## src/rtl/bhp_pkg.sv

```systemverilog
package bhp_pkg;
  localparam int CP_W       = 8;
  localparam int SEL_W      = $clog2(CP_W);
  localparam int GP_N       = 3;
  localparam int OBF_POS    = 7;
  localparam int IE_OUT_POS = 6;
  localparam int IBF_POS    = 5;
  localparam int IE_IN_POS  = 4;
  localparam int IRQ_POS    = 3;
endpackage

```

## src/rtl/bhp_rx.sv

```systemverilog
module bhp_rx #(
  parameter int DW = 8
) (
  input  logic          clk,
  input  logic          rst,
  input  logic          stb_n,
  input  logic [DW-1:0] bus_din,
  input  logic          host_rd,
  output logic [DW-1:0] in_data,
  output logic          ibf,
  output logic          in_pend
);
  logic stb_d;
  logic stb_rise;

  assign stb_rise = ~stb_d & stb_n;

  always_ff @(posedge clk) begin
    if (rst) begin
      stb_d   <= 1'b1;
      in_data <= '0;
      ibf     <= 1'b0;
      in_pend <= 1'b0;
    end else begin
      stb_d <= stb_n;
      if (!stb_n) begin
        in_data <= bus_din;
        ibf     <= 1'b1;
      end else if (host_rd) begin
        ibf <= 1'b0;
      end
      if (stb_rise) in_pend <= 1'b1;
      if (host_rd && stb_n) in_pend <= 1'b0;
    end
  end


  ibf_set_chk: assert property (@(posedge clk) disable iff (rst)
    !stb_n |=> (ibf && in_data == $past(bus_din)));


  ibf_clr_chk: assert property (@(posedge clk) disable iff (rst)
    (host_rd && stb_n) |=> (!ibf && !in_pend));


  in_pend_src_chk: assert property (@(posedge clk) disable iff (rst)
    $rose(in_pend) |-> $past(stb_n) && !$past(stb_n, 2));
endmodule

```

## src/rtl/bhp_tx.sv

```systemverilog
module bhp_tx #(
  parameter int DW = 8
) (
  input  logic          clk,
  input  logic          rst,
  input  logic          ack_n,
  input  logic          host_wr,
  input  logic [DW-1:0] host_wdata,
  output logic [DW-1:0] bus_dout,
  output logic          bus_oe,
  output logic          obf,
  output logic          out_pend
);
  logic ack_d;
  logic ack_rise;

  assign ack_rise = ~ack_d & ack_n;
  assign bus_oe   = ~ack_n;

  always_ff @(posedge clk) begin
    if (rst) begin
      ack_d    <= 1'b1;
      bus_dout <= '0;
      obf      <= 1'b0;
      out_pend <= 1'b0;
    end else begin
      ack_d <= ack_n;
      if (host_wr) begin
        bus_dout <= host_wdata;
        obf      <= 1'b1;
        out_pend <= 1'b0;
      end else begin
        if (!ack_n) obf <= 1'b0;
        if (ack_rise && !obf) out_pend <= 1'b1;
      end
    end
  end


  obf_set_chk: assert property (@(posedge clk) disable iff (rst)
    host_wr |=> (obf && bus_dout == $past(host_wdata)));


  obf_clr_chk: assert property (@(posedge clk) disable iff (rst)
    (!ack_n && !host_wr) |=> !obf);


  out_pend_src_chk: assert property (@(posedge clk) disable iff (rst)
    $rose(out_pend) |-> $past(!ack_d));
endmodule

```

## src/rtl/bhp_ctrl.sv

```systemverilog
module bhp_ctrl
  import bhp_pkg::*;
(
  input  logic             clk,
  input  logic             rst,
  input  logic             cp_wr,
  input  logic [SEL_W-1:0] cp_sel,
  input  logic             cp_val,
  input  logic             obf,
  input  logic             ibf,
  input  logic             out_pend,
  input  logic             in_pend,
  output logic             irq,
  output logic [CP_W-1:0]  cp_view
);
  logic            ie_out;
  logic            ie_in;
  logic [GP_N-1:0] gp;

  always_ff @(posedge clk) begin
    if (rst) begin
      ie_out <= 1'b0;
      ie_in  <= 1'b0;
    end else if (cp_wr) begin
      if (cp_sel == SEL_W'(IE_OUT_POS)) ie_out <= cp_val;
      if (cp_sel == SEL_W'(IE_IN_POS))  ie_in  <= cp_val;
    end
  end

  for (genvar g = 0; g < GP_N; g++) begin : g_gp
    always_ff @(posedge clk) begin
      if (rst)                                 gp[g] <= 1'b0;
      else if (cp_wr && cp_sel == SEL_W'(g))   gp[g] <= cp_val;
    end
  end

  assign irq = (out_pend & ie_out) | (in_pend & ie_in);

  always_comb begin
    cp_view             = '0;
    cp_view[OBF_POS]    = ~obf;
    cp_view[IE_OUT_POS] = ie_out;
    cp_view[IBF_POS]    = ibf;
    cp_view[IE_IN_POS]  = ie_in;
    cp_view[IRQ_POS]    = irq;
    cp_view[GP_N-1:0]   = gp;
  end


  irq_gate_chk: assert property (@(posedge clk) disable iff (rst)
    irq |-> ((ie_out && out_pend) || (ie_in && in_pend)));


  gp_hold_chk: assert property (@(posedge clk) disable iff (rst)
    !cp_wr |=> $stable(gp) && $stable(ie_out) && $stable(ie_in));
endmodule

```

## src/rtl/bhp_port.sv

```systemverilog
module bhp_port
  import bhp_pkg::*;
#(
  parameter int DW = 8
) (
  input  logic             clk,
  input  logic             rst,
  input  logic             host_wr,
  input  logic [DW-1:0]    host_wdata,
  input  logic             host_rd,
  output logic [DW-1:0]    host_rdata,
  input  logic             cp_wr,
  input  logic [SEL_W-1:0] cp_sel,
  input  logic             cp_val,
  output logic [CP_W-1:0]  cp_view,
  input  logic [DW-1:0]    bus_din,
  output logic [DW-1:0]    bus_dout,
  output logic             bus_oe,
  input  logic             stb_n,
  input  logic             ack_n,
  output logic             obf_n,
  output logic             ibf,
  output logic             irq
);
  logic obf;
  logic out_pend;
  logic in_pend;

  bhp_tx #(.DW(DW)) u_tx (
    .clk(clk), .rst(rst), .ack_n(ack_n), .host_wr(host_wr),
    .host_wdata(host_wdata), .bus_dout(bus_dout), .bus_oe(bus_oe),
    .obf(obf), .out_pend(out_pend)
  );

  bhp_rx #(.DW(DW)) u_rx (
    .clk(clk), .rst(rst), .stb_n(stb_n), .bus_din(bus_din),
    .host_rd(host_rd), .in_data(host_rdata), .ibf(ibf), .in_pend(in_pend)
  );

  bhp_ctrl u_ctrl (
    .clk(clk), .rst(rst), .cp_wr(cp_wr), .cp_sel(cp_sel), .cp_val(cp_val),
    .obf(obf), .ibf(ibf), .out_pend(out_pend), .in_pend(in_pend),
    .irq(irq), .cp_view(cp_view)
  );

  assign obf_n = ~obf;


  oe_window_chk: assert property (@(posedge clk) disable iff (rst)
    bus_oe |-> (!ack_n && bus_dout == host_wdata_seen));

  logic [DW-1:0] host_wdata_seen;
  always_ff @(posedge clk) begin
    if (rst)          host_wdata_seen <= '0;
    else if (host_wr) host_wdata_seen <= host_wdata;
  end
endmodule

```

## config.mk

```make
export PLATFORM = sky130hd
export DESIGN_NAME = bhp_port
export DESIGN_NICKNAME = d
export VERILOG_FILES = /design/src/rtl/bhp_pkg.sv /design/src/rtl/bhp_rx.sv /design/src/rtl/bhp_tx.sv /design/src/rtl/bhp_ctrl.sv /design/src/rtl/bhp_port.sv
export SDC_FILE = /design/constraint.sdc
export NUM_CORES = 1
export LEC_CHECK = 0
export CAP_MARGIN = 10
export CORE_UTILIZATION = 39
export CTS_BUF_LIST = sky130_fd_sc_hd__clkbuf_16
export DETAILED_ROUTE_END_ITERATION = 12
export PLACE_DENSITY = 0.79
export SYNTH_ARGS = -nofsm -noshare
export SYNTH_HDL_FRONTEND = slang
export SYNTH_SLANG_ARGS = --single-unit
```

## constraint.sdc

```tcl
create_clock -name clk -period 1.1 [get_ports clk]
set_input_delay 0.275 -clock clk [delete_from_list [all_inputs] [get_ports clk]]
set_output_delay 0.275 -clock clk [all_outputs]
set_load 0.05 [all_outputs]
```

# == Word-level counts from Yosys, hierarchy flattened ==
# Index checks and enable logic that the tools add are counted.
# word_totals
regBits,27
out_inout_bits,28
# op_classes
eq_ne,6
n_mux,4
bitwise,9
reduce_logical,11
# ops
op,count
"3-bit equality test, second input constant",2
1-bit logical AND,5
1-bit AND,4
1-bit 2-to-1 mux,4
"2-bit != test, second input constant",2
1-bit NOT,4
2-bit AND reduction,2
2-bit OR reduction,2
"3-bit by 1-bit equality test with 1-bit output, second input constant",1
"3-bit by 2-bit equality test with 1-bit output, second input constant",1
3-bit logical NOT,1
1-bit logical NOT,1
1-bit OR,1

# == Depth between registers and ports, before layout ==
# depth
word_depth,3
depth_mapped,4
mapped_depth_nobuf,2

# == Modules after synthesis ==
# Synthesis repeated with hierarchy kept, for this count alone.
# unflattened
hier_cells,99
hier_area_um2,1062.3
# by_module_without_submodules
module,n_inst,cells_each,area_per_inst_um2,seq_area_each_um2
bhp_tx,1,36,384.1,220.2
bhp_rx,1,35,382.9,220.2
bhp_ctrl,1,27,291.5,100.1
bhp_port,1,1,3.8,0.0

# == Least setup slack after synthesis ==
# OpenSTA, ideal clock, no wires.
# synth_timing
kind,reg2out
start,register u_ctrl.ie_out
end,output cp_view[3]
arrival_ns,1.073
setup_slack_ns,-0.248
stages_incl_launch_ff,3
path_cell_list,dfxtp_1 -> a22o_1 -> buf_4
# synth_between
elab_chain_len,2
# synth_lines
item,line_no,source
start: declaration,bhp_ctrl.sv:16,logic ie_out;
start signal: assignment,bhp_ctrl.sv:25,if (cp_sel == SEL_W'(IE_OUT_POS)) ie_out <= cp_val;
1-bit AND,bhp_ctrl.sv:37,assign irq = (out_pend & ie_out) | (in_pend & ie_in);
1-bit OR,bhp_ctrl.sv:37,
end: declaration,bhp_port.sv:15,"output logic [CP_W-1:0] cp_view,"
# No other way between the ends.

# == Final worst setup path ==
# layout_timing
start,register u_ctrl.ie_out
end,output irq
# layout_between
elab_chain_len,2
# layout_lines
item,line_no,source
1-bit AND,bhp_ctrl.sv:37,
1-bit OR,bhp_ctrl.sv:37,
end: declaration,bhp_port.sv:23,output logic irq
# No other way between the ends.

==> out/metrics.csv <==
stage,metric,value,unit
status,status,"finished, violations left",
status,failing checks,setup timing,
synth,top area cells in the synthesized netlist,"dfxtp_1 50%, mux2i_1 19%, nor2_1 6.3%",
cts,clk sinks,27,
synth,synthesized cell area,0.00108,sq mm
routing,DR pass1 iterations,4,
setup_path,arrival time worst endpoint,1.00,ns
cells_and_area,final core occ,83.0,%
setup_path,r2r endpoint,u_tx.out_pend,
setup_path,WP data required,0.82,ns
timing,Final Max Tran Viols,0,
cts,Clock Tree Buf Depth,2,
cts,# hold bufs at CTS,0,
timing,Rel. slew slack,85.8,%
cells_and_area,Fillers,143,
timing,Max Clk Rate,784,MHz
setup_path,Critical Path Sink Type,output pin,
power,Leak,0.941,nW
routing,DRC errors left,0,
setup_path,crit path kind,register to output pin,
floorplan,core footprint,0.00254,sq mm
cts,Worst-Skew Late Latency,0.25,ns
routing,Routed Antenna Nets,0,
setup_path,FF-to-FF Start,u_tx.obf,
worst_hold_path,Worst Hold Launch,cp_sel[2],
setup_path,flop2flop setup slack,0.26,ns
timing,Post-Route Setup TNS,-0.659,ns
timing,Tmin final,1.27,ns
synth,top-count cell post-synth,dfxtp_1,
place,IO Port Bufs,54,
cells_and_area,Area Growth Syn to Fin,95.4,%
synth,register area share after synthesis,50.0,%
synth,Mapped Cells,100,
floorplan,FP Rows,18,
synth,count of cell types in the netlist,19,
synth,Synth top cells by count,"27 x dfxtp_1, 21 x mux2i_1, 18 x nor2_1, 6 x buf_4, 6 x nand2b_1",
timing,worst slew pin tran,0.207,ns
timing,worst clock skew,0.00349,ns
floorplan,die height,54.7,um
power,Pwr per Cell Area,1210,mW/mm^2
global_routing,vias in the first global route,1004,
timing,RSZ-0062 raised after global routing,yes,
floorplan,die width,54.7,um
cts,CTS buffer count,3,
place,DP Cell Count,185,
routing,DR vias/cell,4.86,
power,maximum vdd drop,0.924,mV
synth,area share of the largest cell type after synthesis,50.0,%
synth,asr flop ratio synth,0,%
routing,drt total wl,2900,um
routing,Iter 0 DRT Violations,12,
worst_hold_path,Hold Path End,u_ctrl.cp_view[0],
synth,syn_nets,127,
routing,drt wl/cell,15.1,um
cts,CTS tree,done,
run,Max-cap violations,0,
floorplan,Initial Util,42.5,%
timing,final worst-path cycle share,116,%
floorplan,Die Area,0.00299,sq mm
synth,Avg Inst Size Synth,10.8,sq um
cts,htree depth,1,
timing,setup violators final,7,
global_routing,first-pass GRT wire length,4460,um
timing,Final Worst Setup Slack,-0.175,ns
global_routing,initial antenna violation count,0,
worst_hold_path,Hold Crit Class,input pin to register,
synth,Post-synth EDFFs,0,
cells_and_area,share of cells above drive strength 1,40.1,%
floorplan,IO Pins,55,
cts,clock-pin slew on the worst setup and hold paths,0.06,ns
place,Final HPWL DP,2060,um
setup_path,CP Launch Type,register,
setup_path,CP max FO,2,
timing,Final Hold Viols,0,
synth,post-synth top area cell,dfxtp_1,
setup_path,FF-to-FF path depth,3,
synth,Ys Warns,0,
cts,Clock Tree Root,clkbuf_16,
worst_hold_path,Hold Path Cell Cnt,3,
cells_and_area,Nets,190,
place,GPL Wtd Cong,0.681,
global_routing,largest net degree at the start of global routing,16,
cells_and_area,n_diodes,0,
synth,Main synth FF type,dfxtp_1,
cells_and_area,Non-Filler Instances,192,
routing,via count,934,
global_routing,total track usage,21.7,%
synth,synthesized flop and latch total,27,
global_routing,"Remaining Overflow, GRT",0,
## cells by family (layout without fill, tap and decap cells)
logic type,count (synthesis),in the layout,share of synthesized area (%)
compound gates,6,6,3.59
buf+inv,12,74,7.87
flops,27,27,50.0
mux,21,21,19.4
simple gates,34,34,19.1
## worst max path at each step
| stage | cells after the start | start | endpoint |
|---|---|---|---|
| 2_1_floorplan | 2 | u_ctrl.ie_out | cp_view[3] |
| 3_3_place_gp | 3 | cp_sel[2] | u_ctrl.cp_view[0] |
| 3_5_place_dp | 3 | cp_sel[2] | u_ctrl.cp_view[0] |
| 4_1_cts | 2 | u_tx.out_pend | irq |
| 5_1_grt | 2 | u_ctrl.ie_out | irq |
| 6_report | 2 | u_ctrl.ie_out | irq |
## stage by stage
stage / instance area, sq um / worst slack [ns] / total power [mW] / hold WS (ns)
final: 2110 / -0.175 / 2.55 / 0.434
after global routing: 2110 / -0.193 / 2.63 / 0.451
after CTS: 2070 / -0.180 / 2.56 / 0.504
after detailed placement: 1960 / -0.269 / 1.75 / 0.467
after global placement: 1960 / -0.232 / 1.73 / 0.456
after floorplan: 1100 / -0.0704 / 1.38 / 0.379
## what timing repair did
action | 4_1_cts | 5_1_grt
pin swaps | 2 | 1
resized for setup | 7 | 15
setup buffers | 2 | 1
setup endpoints to repair | 8 | 22
## area by class of cell
cell class	count	area (sq um)	share of cell area (%)
clock buffer	3	75.1	3.55
clock inverter	1	5.00	0.237
timing repair buffer	68	951	45.0
sequential	27	559	26.5
tap	30	37.5	1.78
multi-input combinational	61	473	22.4
inverter	2	11.3	0.533
## cell usage in the layout (no fill, tap or decap), drive strengths merged
cell type / n
buf: 42
dfxtp: 27
mux2i: 21
clkdlybuf4s50: 21
nor2: 18
nand2b: 7
a21oi: 3
and4bb: 3
clkbuf: 3
dlymetal6s2s: 3
o21a: 2
dlygate4sd2: 2
or2: 2
a22o: 1
clkinvlp: 1
nor2b: 1
nor4b: 1
nand4b: 1
nor3b: 1
inv: 1
clkinv: 1
## metal layers
layer,up-vias,GRT usage (%),share of wire [%]
met5,-,0,0
met1,438,22.0,37
met3,2,7.50,7.5
met4,0,5.13,0.28
li1,454,-,-
met2,40,41.4,55
## critical path, cell delays in order, from the launching register on
cell	delay, ns
dfxtp_2	0.32
a22o_4	0.27
buf_12	0.15
## report_power, final
group	internal, mW	switching [mW]
logic	0.355	0.306
registers	1.03	0.0514
clock network	0.489	0.313
Power figures use the tool's default switching activity.
